==> src/rtl/i2c_rs_pkg.sv <==
package i2c_rs_pkg;
    typedef enum logic [2:0] {
        ST_IDLE,
        ST_RELEASE,
        ST_WAIT_BB,
        ST_WAIT_SCL,
        ST_SETUP,
        ST_LOAD,
        ST_START,
        ST_FINISH
    } rs_state_e;
endpackage

==> src/rtl/i2c_rs_sync.sv <==
module i2c_rs_sync #(
    parameter int WIDTH  = 2,
    parameter int STAGES = 2
) (
    input  logic             clk,
    input  logic             rst_n,
    input  logic [WIDTH-1:0] d_in,
    output logic [WIDTH-1:0] q_out
);
    for (genvar b = 0; b < WIDTH; b++) begin : g_bit
        logic [STAGES-1:0] chain;
        always_ff @(posedge clk or negedge rst_n) begin
            if (!rst_n) begin
                chain <= '1;
            end else begin
                chain <= {chain[STAGES-2:0], d_in[b]};
            end
        end
        assign q_out[b] = chain[STAGES-1];
    end
endmodule

==> src/rtl/i2c_rs_timer.sv <==
module i2c_rs_timer #(
    parameter int TW = 8
) (
    input  logic          clk,
    input  logic          rst_n,
    input  logic          load,
    input  logic [TW-1:0] load_val,
    output logic          expired
);
    logic [TW-1:0] cnt;

    always_ff @(posedge clk or negedge rst_n) begin
        if (!rst_n) begin
            cnt <= '0;
        end else if (load) begin
            cnt <= load_val;
        end else if (cnt != '0) begin
            cnt <= cnt - 1'b1;
        end
    end

    assign expired = (cnt == '0);
endmodule

==> src/rtl/i2c_rs_fsm.sv <==
module i2c_rs_fsm
    import i2c_rs_pkg::*;
#(
    parameter int SETUP_CYC   = 188,
    parameter int HOLD_CYC    = 160,
    parameter int SYNC_STAGES = 2,
    parameter int TW          = 8
) (
    input  logic          clk,
    input  logic          rst_n,
    input  logic          is_master,
    input  logic          restart_req,
    input  logic [7:0]    addr_dir,
    input  logic          scl_s,
    input  logic          sda_s,
    input  logic          tmr_exp,
    output logic          tmr_load,
    output logic [TW-1:0] tmr_val,
    output logic          scl_oe,
    output logic          sda_oe,
    output logic          mst_o,
    output logic          trx_o,
    output logic          bb_o,
    output logic          pin_o,
    output logic          ack_sel,
    output logic [7:0]    tx_byte,
    output logic          busy,
    output logic          done
);
    rs_state_e state, nxt;
    logic      scl_keep, sda_keep;
    logic      accept;

    assign accept = (state == ST_IDLE) && restart_req && is_master;

    // next state and timer loads
    always_comb begin
        nxt      = state;
        tmr_load = 1'b0;
        tmr_val  = '0;
        unique case (state)
            ST_IDLE: begin
                if (accept) begin
                    nxt      = ST_RELEASE;
                    tmr_load = 1'b1;
                    tmr_val  = TW'(SYNC_STAGES);
                end
            end
            ST_RELEASE:  nxt = ST_WAIT_BB;
            ST_WAIT_BB: begin
                if (tmr_exp && !bb_o) nxt = ST_WAIT_SCL;
            end
            ST_WAIT_SCL: begin
                if (scl_s && sda_s) begin
                    nxt      = ST_SETUP;
                    tmr_load = 1'b1;
                    tmr_val  = TW'(SETUP_CYC - 1);
                end
            end
            ST_SETUP: begin
                if (tmr_exp) nxt = ST_LOAD;
            end
            ST_LOAD: begin
                nxt      = ST_START;
                tmr_load = 1'b1;
                tmr_val  = TW'(HOLD_CYC - 1);
            end
            ST_START: begin
                if (tmr_exp) nxt = ST_FINISH;
            end
            ST_FINISH:   nxt = ST_IDLE;
            default:     nxt = ST_IDLE;
        endcase
    end

    // state register
    always_ff @(posedge clk or negedge rst_n) begin
        if (!rst_n) state <= ST_IDLE;
        else        state <= nxt;
    end

    // control flags, latched byte and held line drives
    always_ff @(posedge clk or negedge rst_n) begin
        if (!rst_n) begin
            mst_o    <= 1'b0;
            trx_o    <= 1'b0;
            bb_o     <= 1'b0;
            pin_o    <= 1'b0;
            ack_sel  <= 1'b0;
            tx_byte  <= '0;
            scl_keep <= 1'b0;
            sda_keep <= 1'b0;
        end else begin
            if (accept) begin
                mst_o   <= 1'b0;
                trx_o   <= 1'b0;
                bb_o    <= 1'b0;
                pin_o   <= 1'b1;
                ack_sel <= 1'b0;
            end
            if (state == ST_LOAD) begin
                tx_byte <= addr_dir;
                ack_sel <= 1'b1;
            end
            if (state == ST_FINISH) begin
                mst_o    <= 1'b1;
                trx_o    <= 1'b1;
                bb_o     <= 1'b1;
                pin_o    <= 1'b1;
                scl_keep <= 1'b1;
                sda_keep <= 1'b1;
            end
        end
    end

    // line drives and status
    always_comb begin
        scl_oe = 1'b0;
        sda_oe = 1'b0;
        unique case (state)
            ST_IDLE: begin
                scl_oe = scl_keep;
                sda_oe = sda_keep;
            end
            ST_RELEASE: scl_oe = scl_keep;
            ST_START:   sda_oe = 1'b1;
            ST_FINISH: begin
                scl_oe = 1'b1;
                sda_oe = 1'b1;
            end
            default: begin
                scl_oe = 1'b0;
                sda_oe = 1'b0;
            end
        endcase
        busy = (state != ST_IDLE);
        done = (state == ST_FINISH);
    end


    ignore_not_master_chk: assert property (@(posedge clk) disable iff (!rst_n)
        (!busy && restart_req && !is_master) |=> !busy);


    flags_during_busy_chk: assert property (@(posedge clk) disable iff (!rst_n)
        busy |-> (!mst_o && !trx_o && !bb_o && pin_o));


    no_stop_chk: assert property (@(posedge clk) disable iff (!rst_n)
        $fell(sda_oe) |-> (scl_oe || $past(scl_oe)));


    start_order_chk: assert property (@(posedge clk) disable iff (!rst_n)
        $rose(scl_oe) |-> $past(sda_oe));


    done_one_pulse_chk: assert property (@(posedge clk) disable iff (!rst_n)
        done |=> (!done && !busy && mst_o && pin_o));


    start_needs_line_chk: assert property (@(posedge clk) disable iff (!rst_n)
        (busy && $rose(sda_oe)) |-> !bb_o);
endmodule

==> src/rtl/i2c_rstart_seq.sv <==
module i2c_rstart_seq #(
    parameter int CLK_HZ      = 40_000_000,
    parameter int SETUP_NS    = 4700,
    parameter int HOLD_NS     = 4000,
    parameter int SYNC_STAGES = 2
) (
    input  logic       clk,
    input  logic       rst_n,
    input  logic       is_master,
    input  logic       restart_req,
    input  logic [7:0] addr_dir,
    input  logic       scl_in,
    input  logic       sda_in,
    output logic       scl_oe,
    output logic       sda_oe,
    output logic       mst_o,
    output logic       trx_o,
    output logic       bb_o,
    output logic       pin_o,
    output logic       ack_sel,
    output logic [7:0] tx_byte,
    output logic       busy,
    output logic       done
);
    localparam int KHZ       = CLK_HZ / 1000;
    localparam int SETUP_CYC = (KHZ * SETUP_NS + 999_999) / 1_000_000;
    localparam int HOLD_CYC  = (KHZ * HOLD_NS + 999_999) / 1_000_000;
    localparam int MAX_A     = (SETUP_CYC > HOLD_CYC) ? SETUP_CYC : HOLD_CYC;
    localparam int MAXC      = (MAX_A > SYNC_STAGES) ? MAX_A : SYNC_STAGES;
    localparam int TW        = $clog2(MAXC + 1);

    logic [1:0]    lines_s;
    logic          tmr_load, tmr_exp;
    logic [TW-1:0] tmr_val;

    i2c_rs_sync #(.WIDTH(2), .STAGES(SYNC_STAGES)) u_sync (
        .clk   (clk),
        .rst_n (rst_n),
        .d_in  ({sda_in, scl_in}),
        .q_out (lines_s)
    );

    i2c_rs_timer #(.TW(TW)) u_timer (
        .clk      (clk),
        .rst_n    (rst_n),
        .load     (tmr_load),
        .load_val (tmr_val),
        .expired  (tmr_exp)
    );

    i2c_rs_fsm #(
        .SETUP_CYC   (SETUP_CYC),
        .HOLD_CYC    (HOLD_CYC),
        .SYNC_STAGES (SYNC_STAGES),
        .TW          (TW)
    ) u_fsm (
        .clk         (clk),
        .rst_n       (rst_n),
        .is_master   (is_master),
        .restart_req (restart_req),
        .addr_dir    (addr_dir),
        .scl_s       (lines_s[0]),
        .sda_s       (lines_s[1]),
        .tmr_exp     (tmr_exp),
        .tmr_load    (tmr_load),
        .tmr_val     (tmr_val),
        .scl_oe      (scl_oe),
        .sda_oe      (sda_oe),
        .mst_o       (mst_o),
        .trx_o       (trx_o),
        .bb_o        (bb_o),
        .pin_o       (pin_o),
        .ack_sel     (ack_sel),
        .tx_byte     (tx_byte),
        .busy        (busy),
        .done        (done)
    );
endmodule

==> config.mk <==
export PLATFORM = sky130hd
export DESIGN_NAME = i2c_rstart_seq
export DESIGN_NICKNAME = d
export VERILOG_FILES = /design/src/rtl/i2c_rs_pkg.sv /design/src/rtl/i2c_rs_sync.sv /design/src/rtl/i2c_rs_timer.sv /design/src/rtl/i2c_rs_fsm.sv /design/src/rtl/i2c_rstart_seq.sv
export SDC_FILE = /design/constraint.sdc
export NUM_CORES = 1
export LEC_CHECK = 0
export ABC_CLOCK_PERIOD_IN_PS = 2350
export BUFFER_PORTS_ARGS = -buffer_cell sky130_fd_sc_hd__buf_4
export CAP_MARGIN = 5
export CORE_MARGIN = 2
export CORE_UTILIZATION = 50
export CTS_BUF_LIST = sky130_fd_sc_hd__clkbuf_4 sky130_fd_sc_hd__clkbuf_8
export DETAILED_ROUTE_END_ITERATION = 10
export GPL_ROUTABILITY_DRIVEN = 1
export PLACE_DENSITY = 0.74
export SLEW_MARGIN = 20
export SYNTH_ARGS = -nofsm -noshare
export SYNTH_HDL_FRONTEND = slang
export SYNTH_HIERARCHICAL = 1
export SYNTH_SLANG_ARGS = --single-unit
==> constraint.sdc <==
create_clock -name clk -period 2.35 [get_ports clk]
set_input_delay 0 -clock clk [delete_from_list [all_inputs] [get_ports clk]]
set_output_delay 0 -clock clk [all_outputs]
set_load 0.005 [all_outputs]
## Word level (Yosys, flattened, before mapping)

Cells that the tools add are included.

- Register bits after elaboration: 27
- Input port bits: 14
- Output and inout bits: 17
- Logic and storage cells: 58

- $add $sub $neg: 1
- Eq/ne operators: 12
- Muxes and demuxes: 21
- Reduce and logical (&&, ||, !) cells: 15

Operators by type and width:

| kind | number |
|---|---|
| $mux 8 | 3 |
| $pmux 3 s8 | 1 |
| $pmux 8 s3 | 1 |
| $mux 3 | 5 |
| $eq 3x3->1 const B | 4 |
| $ne 2x1->1 const B | 5 |
| $logic_not 8->1 | 1 |
| $reduce_bool 8->1 | 1 |
| $sub 8x1->8 const B | 1 |
| $mux 1 | 7 |
| $eq 3x2->1 const B | 2 |
| $reduce_bool 2->1 | 3 |
| $reduce_and 5->1 | 1 |
| $logic_and 1x1->1 | 4 |
| $pmux 1 s2 | 2 |
| $reduce_or 2->1 | 2 |
| $eq 3x1->1 const B | 1 |
| $logic_not 3->1 | 1 |
| $pmux 1 s3 | 1 |
| $reduce_bool 3->1 | 1 |
| $mux 2 | 1 |
| $logic_not 1->1 | 1 |

## Depth between registers and ports, before layout

- Word-level depth: 6
- Depth in mapped cells: 9
- Mapped depth without buffers: 9

## Modules after synthesis

Netlist, hierarchy kept.

Modules (own cells, without submodules):

| module | instances | cells each | area an instance (µm²) | sequential area each (µm²) |
|---|---|---|---|---|
| i2c_rs_fsm | 1 | 80 | 858.3 | 375.4 |
| i2c_rs_timer | 1 | 54 | 476.7 | 200.2 |
| i2c_rs_sync | 1 | 6 | 120.1 | 105.1 |

## Least setup slack after synthesis

Ideal clock, no wire load.

- Kind: register to register
- Start point: register u_timer.cnt[0]
- End point: register u_fsm.state[1]
- Setup time: 0.125 ns
- Arrival time: 2.028 ns
- Data required time: 2.225 ns
- Path slack: 0.197 ns
- Stages on the path, launching flop included: 9
- Path buffers: 1
- Period minus slack after synthesis: 2.153 ns
- Path through: dfrtp_1 > inv_1 > ha_1 > or3b_1 > clkbuf_2 > nor2_1 > a21boi_2 > o211a_1 > mux2_4

- Cells in the longest elaborated chain, start to end: 4
- Elaborated cells between the ends (all ways): 6
- Those cells by class: eq/ne (3); reduce/logical (3)

Ends and longest elaborated chain:

| item | RTL line | source |
|---|---|---|
| from (decl) | i2c_rs_timer.sv:10 | `logic [TW-1:0] cnt;` |
| from (signal assigned) | i2c_rs_timer.sv:16 | `cnt <= load_val;` |
| from (signal assigned) | i2c_rs_timer.sv:18 | `cnt <= cnt - 1'b1;` |
| $logic_not 8->1 (*) | i2c_rs_timer.sv:22 | `assign expired = (cnt == '0);` |
| named net tmr_exp | i2c_rstart_seq.sv:33 | `logic tmr_load, tmr_exp;` |
| $logic_and 1x1->1 | i2c_rs_fsm.sv:51 | `if (tmr_exp && !bb_o) nxt = ST_WAIT_SCL;` |
| $ne 2x1->1 (no line) | - |  |
| $reduce_and 5->1 (no line) (*) | - |  |
| to (signal assigned) | i2c_rs_fsm.sv:79 | `else state <= nxt;` |
| to (decl) | i2c_rs_fsm.sv:30 | `rs_state_e state, nxt;` |

Mark *: on every way through the listed nets, which the timed path passes. The rest lies on a longest branch.
A chain may end at the register's enable or synchronous reset.

## Worst setup path in the final report

Same ends and word-level chain as after synthesis.

==> qor.yml <==
n_fill_cell: 220
ys.flop_type: "dfrtp_1"
grt_start_max_net_pins: 28
clk_path_buf_depth: 2
grt.met3_usage: 0.0357
layout_setup_ws_ns: 0.185
grt.overflow.total: 0
cts_max_level: 1
post_synth_fa_ha_maj_area_fraction: 0.0430
synth_top_area_frac: 0.396
synthesis.area_mm2: 0.00146
grt_use_met2: 0.364
setup.worst_path.end_class: "register"
cts_inserted_buffers: 3
post_cts.resized_instances: 0
timing.final.hold_violations: 0
synthCells: 140
layout.cells.non_filler: 206
compound_gate_portion_of_the_synthesized_area: 0.138
initial_drc_count: 38
grt_use_met1: 0.238
run_status: "completed"
cts-root-buf: "clkbuf_4"
post-route-period-util: 0.921
grtUsageTotal: 0.196
synthMuxAreaShare: 0.0722
antenna_found_initial: 0
place_ws_ns: 0.214
ys_seq_area_frac: 0.468
critical_path_fanout_max: 5
timing.final.setup_violations: 0
num-nets-final: 195
post_synth_net_total: 159
mostFrequentLayoutCells: "buf_4, dfrtp_1, nand2_1"
die_height_um: 57.9
gp_routability_congestion: 0.872
die-width_um: 57.9
first_global_vias: 1171
startpoint_type: "register"
mostFrequentLayoutCell: "buf_4"
drt_pass1_iterations: 4
fraction_of_synthesized_cell_area_in_xor_and_xnor_cells: 0.00602
max_cap_viol_count: 0
arrival_ns: 2.39
final-max-slew-violation-count: 0
yosysWarnings: 6
leakage_power_total_nw: 0.810
ys_ff_latch: 27
postSynth.asyncResetShare: 1.00
count_of_flip_flops_with_a_built_in_enable_after_synthesis: 0
min-delay-path-class: "in2async"
core_area_mm2: 0.00276
antenna_viol_nets_final: 0
placement_rows: 19
detail_route.drc_violations: 0
flow.area_growth_from_synthesis_pct: 22.4
route.detailed.vias_per_inst: 5.48
yosys.area.top_type: "dfrtp_1"
dieArea_mm2: 0.00336
post_route_cells_drive_above_1_share: 0.326
cts_post_setup_buffers_inserted: 0
timing_worst_setup_path_type: "reg2reg"
grt_pass1_wl_um: 5060
drt-wirelength-per-cell_um: 14.3
placedCellCount: 191
port_buffers: 30
cts_tree: "done"
synth.lib_cells_used.distinct: 50
worst-endpoint-required_ns: 2.58
ys_top_cells_by_area: "dfrtp_1, dfstp_2, mux2_2, buf_4, ha_1"
timing.clock.skew_ns: 0.00222
unrepaired_setup_endpoints_after_global_routing: "false"
starting_density_of_the_core: 0.528
layout_min_cycle_time_ns: 2.16
fmaxAchievable_mhz: 462
synth-simple-area-share: 0.177
powerDensity_mw_per_mm2: 1260
num_antenna_cells: 0
worst_ir_drop_vdd_mv: 0.804
via_count: 1128
synthesis.area_per_instance_um2: 10.4
hpwl_um: 2110
ports: 31
cts_num_sinks: 27
clock_insertion_delay_worst_skew_ns: 0.32
final.setup.tns_ns: 0
drt-total-wl_um: 2940
main_combinational_cell_family_by_area_after_synthesis: "simple AND/OR/NAND/NOR gates"
clkSlewWorstSetupHoldPaths_ns: 0.14
busiest_layer: "met2"
[cell families (layout without fill, tap and decap cells)]
kind of cell               after synthesis  in the layout
DFF                                     27             27
AOI/OAI and AO/OA                       28             28
muxes                                    9              9
other                                    1              1
adders and majority gates                5              5
buffers and inverters                   22             57
and+or+nand+nor                         47             47
xor gates and xnor gates                 1              1
[metrics by stage]
step                cell area, µm²   util  hold WS, ns  total power [mW]
floorplan                     1460      -       -0.296              1.68
global placement              1640  0.596      -0.0726              1.97
detailed placement            1640  0.596      -0.0707              2.03
CTS                           1780  0.646       0.0958              2.26
global route                  1780  0.646        0.128              2.43
finish                        1780  0.646        0.116              2.24
[final cells by class]
| class | count | area (µm²) | area share |
|---|---|---|---|
| Timing Repair Buffer | 44 | 358 | 0.201 |
| Inverter | 9 | 38.8 | 0.0218 |
| Sequential cell | 27 | 681 | 0.382 |
| Clock inverter | 1 | 5.00 | 0.00281 |
| Clock buffer | 3 | 22.5 | 0.0126 |
| Multi-Input combinational cell | 91 | 638 | 0.358 |
| Tap cell | 31 | 38.8 | 0.0218 |
[state kept, by name (all words and copies together), names as in the netlist]
name                count
u_fsm/state             3
u_fsm/bb_o              1
u_fsm/pin_o             1
u_fsm/sda_keep          1
u_timer/cnt             8
u_fsm/tx_byte           8
u_fsm/ack_sel           1
u_sync/g_bit.chain      4
[worst paths after layout]
path / startpoint / to / slack [ns] / cells past startpoint
setup / recovery: u_timer/cnt[0] / u_fsm/state[1] / 0.19 / 8
hold / removal: rst_n / u_fsm/tx_byte[3] / 0.12 / 2
setup reg to reg: u_timer/cnt[0] / u_fsm/state[1] / 0.19 / 8
hold reg to reg: u_sync/g_bit[1].chain[0] / u_sync/g_bit[1].chain[1] / 0.37 / 0
max in group asynchronous: rst_n / u_sync/g_bit[0].chain[0] / 1.93 / 2
min in group clk: restart_req / u_fsm/state[2] / 0.22 / 5
[repair_timing]
item                       CTS  global route
hold buffers                11             0
hold endpoints to repair    37             0
setup endpoints to repair    0             0
[cell usage after synthesis (2+ instances only)]
cell type  count
o31ai_1        3
nor2_1         8
o211ai_1       2
nand2b_4       2
inv_1          7
nor3_1         4
dfstp_2        4
dfrtp_1       23
o22ai_1        2
ha_1           5
nor4_1         2
buf_4          9
mux2_2         8
nand2_1       16
a21oi_1        5
or4_1          2
o21ai_0        3
nand3_1        2
or2_1          2
[power by group]
| part | internal, mW | total, mW | leakage, nW | switching, mW |
|---|---|---|---|---|
| Sequential | 0.665 | 0.843 | 0.307 | 0.178 |
| Combinational | 0.639 | 1.20 | 0.485 | 0.559 |
| Clock | 0.0638 | 0.199 | 0.0177 | 0.136 |
[worst max-delay path: stages, from the launching register on]
cell and delay [ns]:
dfrtp_1 0.44, inv_1 0.09, ha_1 0.21, or3b_1 0.38
nor2_1 0.25, nand2_1 0.09, o211ai_1 0.09, o211a_1 0.21
mux2_4 0.30
[layer usage]
metal / share of wire / wire length, µm
met1: 0.44 / 1290
met2: 0.51 / 1490
met3: 0.049 / 145
met5: 0 / 0
met4: 0.0054 / 16
(Power assumes the default switching activity.)
